===== src/rtl/rmw_pkg.sv =====
package rmw_pkg;

  localparam int DW = 8;

  typedef enum logic [3:0] {
    OP_SHL  = 4'd0,
    OP_SHR  = 4'd1,
    OP_ROL  = 4'd2,
    OP_ROR  = 4'd3,
    OP_INC  = 4'd4,
    OP_DEC  = 4'd5,
    OP_TSTM = 4'd6,
    OP_TSTI = 4'd7,
    OP_SETB = 4'd8,
    OP_CLRB = 4'd9
  } rmw_op_e;

  typedef struct packed {
    logic [DW-1:0] data;
    logic          we;
    logic          c;
    logic          z;
    logic          v;
    logic          n;
    logic          c_en;
    logic          z_en;
    logic          v_en;
    logic          n_en;
  } rmw_res_t;

  function automatic logic f_is_zero(input logic [DW-1:0] b);
    return (b == '0);
  endfunction

  // shift by one; dir_left selects direction, fill is the inserted bit
  function automatic logic [DW-1:0] f_shift(input logic [DW-1:0] b,
                                            input logic dir_left,
                                            input logic fill);
    return dir_left ? {b[DW-2:0], fill} : {fill, b[DW-1:1]};
  endfunction

  function automatic logic f_out_bit(input logic [DW-1:0] b,
                                     input logic dir_left);
    return dir_left ? b[DW-1] : b[0];
  endfunction

endpackage


===== src/rtl/rmw_shift_unit.sv =====
module rmw_shift_unit
  import rmw_pkg::*;
#(
  parameter int W = DW
) (
  input  logic [3:0]   op,
  input  logic [W-1:0] opd,
  input  logic         cin,
  output rmw_res_t     res,
  output logic         hit
);

  logic         dir_left;
  logic         use_cin;
  logic         is_shift;
  logic [W-1:0] sh_val;
  logic [W-1:0] cnt_val;

  always_comb begin
    dir_left = (op == OP_SHL) || (op == OP_ROL);
    use_cin  = (op == OP_ROL) || (op == OP_ROR);
    is_shift = (op == OP_SHL) || (op == OP_SHR) ||
               (op == OP_ROL) || (op == OP_ROR);
  end

  always_comb begin
    sh_val  = f_shift(opd, dir_left, use_cin ? cin : 1'b0);
    cnt_val = (op == OP_INC) ? opd + W'(1) : opd - W'(1);
  end

  always_comb begin
    res = '0;
    hit = 1'b0;
    if (is_shift) begin
      hit      = 1'b1;
      res.data = sh_val;
      res.we   = 1'b1;
      res.c    = f_out_bit(opd, dir_left);
      res.z    = f_is_zero(sh_val);
      res.n    = sh_val[W-1];
      res.c_en = 1'b1;
      res.z_en = 1'b1;
      res.n_en = 1'b1;
    end else if ((op == OP_INC) || (op == OP_DEC)) begin
      hit      = 1'b1;
      res.data = cnt_val;
      res.we   = 1'b1;
      res.z    = f_is_zero(cnt_val);
      res.n    = cnt_val[W-1];
      res.z_en = 1'b1;
      res.n_en = 1'b1;
    end
  end

endmodule


===== src/rtl/rmw_bit_unit.sv =====
module rmw_bit_unit
  import rmw_pkg::*;
#(
  parameter int W = DW
) (
  input  logic [3:0]   op,
  input  logic [W-1:0] opd,
  input  logic [W-1:0] acc,
  output rmw_res_t     res,
  output logic         hit
);

  logic [W-1:0] common;
  logic         none_common;

  always_comb begin
    common      = opd & acc;
    none_common = f_is_zero(common);
  end

  always_comb begin
    res      = '0;
    hit      = 1'b0;
    res.z    = none_common;
    unique case (op)
      OP_TSTM: begin
        hit      = 1'b1;
        res.v    = opd[W-2];
        res.n    = opd[W-1];
        res.z_en = 1'b1;
        res.v_en = 1'b1;
        res.n_en = 1'b1;
      end
      OP_TSTI: begin
        hit      = 1'b1;
        res.z_en = 1'b1;
      end
      OP_SETB: begin
        hit      = 1'b1;
        res.data = opd | acc;
        res.we   = 1'b1;
        res.z_en = 1'b1;
      end
      OP_CLRB: begin
        hit      = 1'b1;
        res.data = opd & ~acc;
        res.we   = 1'b1;
        res.z_en = 1'b1;
      end
      default: ;
    endcase
  end

endmodule


===== src/rtl/rmw_out_reg.sv =====
module rmw_out_reg
  import rmw_pkg::*;
#(
  parameter int W = DW
) (
  input  logic         clk,
  input  logic         rst_n,
  input  rmw_res_t     nxt,
  output rmw_res_t     cur
);

  always_ff @(posedge clk) begin
    if (!rst_n) begin
      cur <= '0;
    end else begin
      cur.we   <= nxt.we;
      cur.c_en <= nxt.c_en;
      cur.z_en <= nxt.z_en;
      cur.v_en <= nxt.v_en;
      cur.n_en <= nxt.n_en;
      if (nxt.we)   cur.data <= nxt.data;
      if (nxt.c_en) cur.c    <= nxt.c;
      if (nxt.z_en) cur.z    <= nxt.z;
      if (nxt.v_en) cur.v    <= nxt.v;
      if (nxt.n_en) cur.n    <= nxt.n;
    end
  end

  AST_HOLD_CARRY: assert property (@(posedge clk) disable iff (!rst_n)
    !cur.c_en |-> $stable(cur.c));
  AST_HOLD_OVFL: assert property (@(posedge clk) disable iff (!rst_n)
    !cur.v_en |-> $stable(cur.v));
  AST_HOLD_DATA: assert property (@(posedge clk) disable iff (!rst_n)
    !cur.we |-> $stable(cur.data));

endmodule


===== src/rtl/rmw_unit.sv =====
module rmw_unit
  import rmw_pkg::*;
#(
  parameter int W = DW
) (
  input  logic         clk,
  input  logic         rst_n,
  input  logic         op_valid,
  input  logic [3:0]   op_code,
  input  logic [W-1:0] operand,
  input  logic [W-1:0] acc,
  input  logic         carry_in,
  output logic [W-1:0] wb_data,
  output logic         wb_en,
  output logic         flag_c,
  output logic         flag_z,
  output logic         flag_v,
  output logic         flag_n,
  output logic         upd_c,
  output logic         upd_z,
  output logic         upd_v,
  output logic         upd_n
);

  rmw_res_t shift_res, bit_res, nxt_res, cur_res;
  logic     shift_hit, bit_hit;
  logic     accept_shift, accept_bit;

  rmw_shift_unit #(.W(W)) u_shift (
    .op (op_code), .opd (operand), .cin (carry_in),
    .res(shift_res), .hit(shift_hit)
  );

  rmw_bit_unit #(.W(W)) u_bit (
    .op (op_code), .opd (operand), .acc (acc),
    .res(bit_res), .hit(bit_hit)
  );

  always_comb begin
    accept_shift = op_valid && shift_hit;
    accept_bit   = op_valid && bit_hit;
    if (accept_shift)    nxt_res = shift_res;
    else if (accept_bit) nxt_res = bit_res;
    else                 nxt_res = '0;
  end

  rmw_out_reg #(.W(W)) u_reg (
    .clk(clk), .rst_n(rst_n), .nxt(nxt_res), .cur(cur_res)
  );

  assign wb_data = cur_res.data;
  assign wb_en   = cur_res.we;
  assign flag_c  = cur_res.c;
  assign flag_z  = cur_res.z;
  assign flag_v  = cur_res.v;
  assign flag_n  = cur_res.n;
  assign upd_c   = cur_res.c_en;
  assign upd_z   = cur_res.z_en;
  assign upd_v   = cur_res.v_en;
  assign upd_n   = cur_res.n_en;

  AST_SHL_CARRY: assert property (@(posedge clk) disable iff (!rst_n)
    (op_valid && op_code == OP_SHL) |=> (flag_c == $past(operand[W-1])));
  AST_SHR_NEG: assert property (@(posedge clk) disable iff (!rst_n)
    (op_valid && op_code == OP_SHR) |=> (upd_n && !flag_n));
  AST_COUNT_NO_CARRY: assert property (@(posedge clk) disable iff (!rst_n)
    (op_valid && (op_code == OP_INC || op_code == OP_DEC)) |=> !upd_c);
  AST_TEST_NO_WRITE: assert property (@(posedge clk) disable iff (!rst_n)
    (op_valid && (op_code == OP_TSTM || op_code == OP_TSTI)) |=> !wb_en);
  AST_IDLE_QUIET: assert property (@(posedge clk) disable iff (!rst_n)
    !op_valid |=> !(wb_en || upd_c || upd_z || upd_v || upd_n));
  AST_IMM_ZONLY: assert property (@(posedge clk) disable iff (!rst_n)
    (op_valid && op_code == OP_TSTI) |=> (upd_z && !upd_c && !upd_v && !upd_n));

endmodule


===== config.mk =====
export PLATFORM = sky130hd
export DESIGN_NAME = rmw_unit
export DESIGN_NICKNAME = d
export VERILOG_FILES = /design/src/rtl/rmw_pkg.sv /design/src/rtl/rmw_shift_unit.sv /design/src/rtl/rmw_bit_unit.sv /design/src/rtl/rmw_out_reg.sv /design/src/rtl/rmw_unit.sv
export SDC_FILE = /design/constraint.sdc
export NUM_CORES = 1
export LEC_CHECK = 0
export CAP_MARGIN = 20
export CORE_ASPECT_RATIO = 0.7
export CORE_MARGIN = 5
export CORE_UTILIZATION = 48
export CTS_CLUSTER_DIAMETER = 150
export CTS_CLUSTER_SIZE = 25
export DETAILED_ROUTE_END_ITERATION = 6
export HOLD_SLACK_MARGIN = 0.05
export PLACE_DENSITY = 0.85
export SETUP_SLACK_MARGIN = 0.5
export SLEW_MARGIN = 20
export SYNTH_ARGS = -nofsm -noshare
export SYNTH_HDL_FRONTEND = slang
export SYNTH_SLANG_ARGS = --single-unit

===== constraint.sdc =====
create_clock -name clk -period 3.6 [get_ports clk]
set_input_delay 0.54 -clock clk [delete_from_list [all_inputs] [get_ports clk]]
set_output_delay 0.54 -clock clk [all_outputs]
set_load 0.005 [all_outputs]

* Yosys cells after proc, flatten, opt, wreduce, memory -nomap -nowiden
Index checks and enable logic that the tools add are counted.
** Storage, ports and cells
- Register bits :: 17
- Input port bits :: 24
- Output and inout bits :: 17
- Word-level logic and storage cells :: 58
** Cells by class
- $add $sub $neg :: 2
- Equality and inequality tests :: 9
- Muxes and demuxes :: 20
- Bitwise gates (word level) :: 4
- Reduce and logical (&&, ||, !) cells :: 13
** Operators with widths (number)
- $mux 17 :: 2
- $logic_not 8->1 :: 3
- $mux 9 :: 2
- $pmux 9 s2 :: 1
- $and 8x8->8 :: 2
- $eq 4x3->1 const B :: 4
- $mux 8 :: 2
- $mux 1 :: 11
- $add 8x1->8 const B :: 1
- $eq 4x2->1 const B :: 2
- $eq 4x4->1 const B :: 2
- $not 8->8 :: 1
- $or 8x8->8 :: 1
- $sub 8x1->8 const B :: 1
- $logic_or 1x1->1 :: 6
- $eq 4x1->1 const B :: 1
- $logic_not 4->1 :: 1
- $mux 2 :: 2
- $reduce_or 4->1 :: 1
- $logic_and 1x1->1 :: 2

* Logic depth before layout (Yosys ltp)
- Depth after elaboration :: 7
- Depth in mapped cells :: 12
- Gate-level depth less buffers :: 10

* Hierarchy
From an unflattened synthesis, not the netlist that was laid out.
** Second synthesis, totals
- Cells, all modules :: 217
- Area total of the unflattened synthesis :: 1861.8 um^2
** By module, submodules not included
- rmw_shift_unit :: times used 1, cells an instance 102, area an instance 762.0 um^2, sequential area each 0.0 um^2
- rmw_out_reg :: times used 1, cells an instance 48, area an instance 585.6 um^2, sequential area each 340.3 um^2
- rmw_bit_unit :: times used 1, cells an instance 42, area an instance 279.0 um^2, sequential area each 0.0 um^2
- rmw_unit :: times used 1, cells an instance 25, area an instance 235.2 um^2, sequential area each 0.0 um^2

* Worst setup path before layout
OpenSTA, ideal clock, no wires.
- Path type :: input-to-reg
- From :: input op_code[1]
- To :: register u_reg.cur[6] (netlist name)
- Data arrival time :: 2.833 ns
- Data required time :: 3.516 ns
- Path slack :: 0.683 ns
- Cell stages on the path :: 11
- Cell sequence :: buf_6 or3b_4 buf_6 nor2_4 inv_1 ha_1 a21o_1 a211oi_1 a21oi_1 or4_4 o31ai_2
** On the way
- Cells in the longest elaborated chain, start to end :: 7
** Ends and longest elaborated chain
- start, declared :: line rmw_unit.sv:9 : input logic [3:0] op_code,
- $eq 4x2->1, or another cell as far along :: line rmw_shift_unit.sv:20, rmw_shift_unit.sv:21, rmw_shift_unit.sv:23
- $logic_or 1x1->1 (on tied branches) :: line rmw_shift_unit.sv:21, rmw_shift_unit.sv:22
- $mux 1 / $logic_or 1x1->1 (equally long branches) :: line rmw_shift_unit.sv:27, rmw_shift_unit.sv:22
- $mux 8 / $logic_or 1x1->1 (equally long branches) :: line rmw_pkg.sv:39, rmw_shift_unit.sv:23
- $logic_not 8->1 / $mux 1 (equally long branches) :: line rmw_pkg.sv:32, rmw_shift_unit.sv:34
- $mux 1 / $logic_and 1x1->1 (equally long branches) :: line rmw_shift_unit.sv:34, rmw_unit.sv:40
- $mux 17 * :: line rmw_unit.sv:42 : if (accept_shift) nxt_res = shift_res;
- end, declared :: line rmw_out_reg.sv:9 : output rmw_res_t cur
Every way passes the cells marked *; elsewhere a longest branch is shown, timed or not.
A chain may end at the register's enable or synchronous reset.

* Worst setup path after layout
- From :: input op_code[2]
- To :: register u_reg.cur[6] (netlist name)
Same word-level chain as after synthesis.

==> results.py <==
metrics = {
    "layout": {
        "drive_above_1_share_pct": 9.459,
        "nFillCells": 226,
        "diodes": 0,
        "area_growth_pct": 34.67,
        "fin_nets": 256,
        "regArea_um2": 340.3,
        "multiInputGateArea_um2": 1055,
        "largest-register": "u_reg.cur",
        "top_regs": "u_reg.cur (17)",
        "largest_reg_flops": 17,
    },
    "grt": {
        "grtUsageTotal_pct": 21.20,
        "grt_pass1_wl_um": 7410,
        "grt-ovfl-total": 0,
        "grt_max_degree": 18,
        "antenna_found_initial": 0,
        "grt_pass1_vias": 1476,
    },
    "clock_tree": {
        "cts_tree": "built",
        "clk_pin_slew_ns": 0.07,
        "cts.sinks": 17,
        "hold_buffers": 0,
        "clockBufferDepth": 2,
        "numCtsBuffers": 3,
        "h-tree-depth": 1,
        "root_buffer": "clkbuf_8",
        "clock_latency_ns": 0.26,
    },
    "route": {
        "num_vias": 1660,
        "drt_pass1_iterations": 5,
        "drc": 0,
        "drt-total-wl_um": 4664,
        "ant_nets": 0,
        "wl_per_cell_um": 18.08,
        "routed_via_density": 6.434,
        "dr.first_iter.drc_count": 264,
    },
    "yosys": {
        "synth_async_sr_flop_share_pct": 0,
        "synth.avg_cell_area_um2": 7.986,
        "synthesis.nets": 216,
        "synthesis.area_um2": 1461,
        "ys_seq_area_share_pct": 23.29,
        "synth-main-ff-cell": "dfxtp_1",
        "yosysTopAreaCellShare_pct": 23.29,
        "synth_top_area_cell": "dfxtp_1",
        "synth_edf_count": 0,
        "ys_types": 55,
        "synth_area_leaders": "dfxtp_1, mux2i_1, ha_1",
        "ys_ff_latch": 17,
        "ys.warnings.count": 0,
        "netlist_instances": 183,
    },
    "pwr": {
        "internal_power_uw": 372.0,
        "power_density_nw_per_um2": 279.3,
        "pwr-share-seq_pct": 36.9,
        "p_leak_nw": 0.7796,
        "comb_power_share_pct": 35.6,
        "switchingPower_uw": 177.7,
        "netSwitchingFraction_pct": 32.33,
        "irDropWorstVdd_mv": 0.2027,
        "p_clk_share_pct": 27.5,
    },
    "placed_design": {
        "post-place-ws_ns": 0.1988,
        "hpwl_um": 3380,
        "io_buffers": 40,
        "gp_congestion": 0.9537,
    },
    "timing": {
        "fin_worst_skew_ns": 0,
        "timing.final.ws_setup_ns": 0.5873,
        "post-route-period-util_pct": 83.69,
        "hold_viol": 0,
        "tightest_slew_ns": 0.5854,
        "finalSetupTns_ns": 0,
        "finalMaxSlewViolations": 0,
        "rsz0062_at_grt": "false",
        "slew-limit-headroom_pct": 60.85,
        "setup_viol": 0,
        "fin_crit_ns": 3.013,
        "max_freq_mhz": 331.9,
    },
    "worst_hold_path": {
        "hold_class": "reg -> reg",
    },
    "floorplan": {
        "io-pin-count": 41,
        "start_util_pct": 51.05,
        "die_w_um": 75.95,
        "die_area_um2": 4266,
        "rows": 16,
        "die_h_um": 56.17,
        "core_um2": 2863,
    },
    "setup_path": {
        "cp-start-kind": "input pin",
        "crit_slowest_cell": "clkdlybuf4s50_1",
        "path_max_fanout": 7,
        "critPathRequiredTime_ns": 3.78,
        "crit_type": "in -> reg",
        "cpPeakStageDelay_ns": 0.48,
        "cp_num_buf_inv": 2,
        "worstPathArrival_ns": 3.19,
        "cp_top_family": "simple AND/OR/NAND/NOR gates",
        "cp_cell_sequence": "clkdlybuf4s50_1 > or3b_4 > nor2_4 > inv_2 > ha_4 > a21o_1 > a211oi_2 > a21oi_1 > or4_4 > o31ai_2",
        "endpoint_kind": "flip-flop",
    },
    "job": {
        "maxCapViolCount": 0,
    },
    "status": {
        "outcome": "completed",
    },
}
==> Yosys cell counts (all sizes together), types with 2 or more instances <==
cell / number
nand2b: 2
nor2: 19
clkbuf: 6
and3: 4
nand2: 10
o31ai: 2
a221oi: 3
a211oi: 7
ha: 8
o22ai: 5
or4: 2
inv: 8
nor3b: 2
mux2i: 14
dfxtp: 17
nand4: 2
nor3: 5
o21ai: 13
a21oi: 14
buf: 6
nor2b: 2
o21a: 3
nor4: 3
o221a: 2
xnor2: 3
nand3: 2
==> worst paths after layout <==
| path | start | endpoint | depth (start not counted) | slack, ns |
|---|---|---|---|---|
| min reg2reg | u_reg.cur[10] | u_reg.cur[10] | 2 | 0.50 |
| min | u_reg.cur[10] | u_reg.cur[10] | 2 | 0.50 |
| max reg2reg | u_reg.cur[4] | u_reg.cur[4] | 4 | 2.55 |
| max | op_code[2] | u_reg.cur[6] | 10 | 0.59 |
==> cells by family after synthesis <==
group | Yosys count | synth area share (%)
compound gates | 61 | 28.43
xor+xnor | 4 | 2.912
mux | 14 | 9.589
simple gates | 58 | 20.98
buf+inv | 20 | 6.592
fa+ha+maj | 9 | 8.220
flops | 17 | 23.29
==> power groups by stage <==
stage	registers [mW]	logic, mW	clock network (mW)
final	0.203	0.196	0.151
after detailed placement	0.207	0.184	0
after global routing	0.204	0.212	0.160
after global placement	0.207	0.182	0
after CTS	0.203	0.186	0.154
after floorplan	0.207	0.106	0
==> worst min-delay path: stages (launching register included) <==
cell and delay [ns]:
dfxtp_1 0.31, nor2_1 0.10, nor3_1 0.05
==> layout by cell type (no fill, tap or decap), types with 2 or more instances in the layout <==
cell type        synthesis  final
a211oi_1                 7      6
a21oi_1                 14     14
a221oi_1                 3      3
and3_1                   4      4
buf_4                    1      7
clkbuf_8                 0      3
clkdlybuf4s50_1          0     40
dfxtp_1                 17     17
ha_1                     8      6
ha_4                     0      2
inv_1                    7      6
inv_2                    1      2
mux2i_1                 14     14
nand2_1                 10     10
nand2b_1                 2      2
nand3_1                  2      2
nand4_1                  2      2
nor2_1                  18     18
nor2b_1                  2      2
nor3_1                   5      5
nor3b_1                  2      2
nor4_1                   3      3
o21a_1                   3      3
o21ai_0                 10     10
o21ai_1                  3      3
o22ai_1                  5      5
xnor2_1                  2      2
==> per-stage QoR <==
step / utilization, % / cell area [um^2] / cells / power (mW) / hold slack (ns)
floorplan: - / 1461 / 183 / 0.3137 / 0.4850
global placement: 65.87 / 1886 / 253 / 0.3882 / 0.4783
detailed placement: 65.87 / 1886 / 253 / 0.3911 / 0.4944
CTS: 67.44 / 1931 / 257 / 0.5423 / 0.5040
global route: 68.75 / 1968 / 258 / 0.5763 / 0.5343
finish: 68.75 / 1968 / 258 / 0.5497 / 0.5023
==> what timing repair did <==
action | in CTS | in global routing
setup endpoints to repair | 1 | 5
pin swaps | 0 | 2
resized for setup | 1 | 3
buffers inserted | 0 | 1
==> metal layers <==
layer / up-vias / wire, um / GRT usage (%)
met1: 777 / 2020 / 29.17
met4: 0 / 71 / 6.853
li1: 765 / - / -
met3: 8 / 528 / 8.091
met5: - / 0 / 0
met2: 110 / 2043 / 30.00
==> final cells by class <==
cell class,count,area share (%)
Inverter,8,1.526
Multi-Input combinational cell,146,53.59
Clock buffer,4,2.289
Tap cell,36,2.289
Timing Repair Buffer,47,23.01
Sequential cell,17,17.29
Power figures use the tool's default switching activity.
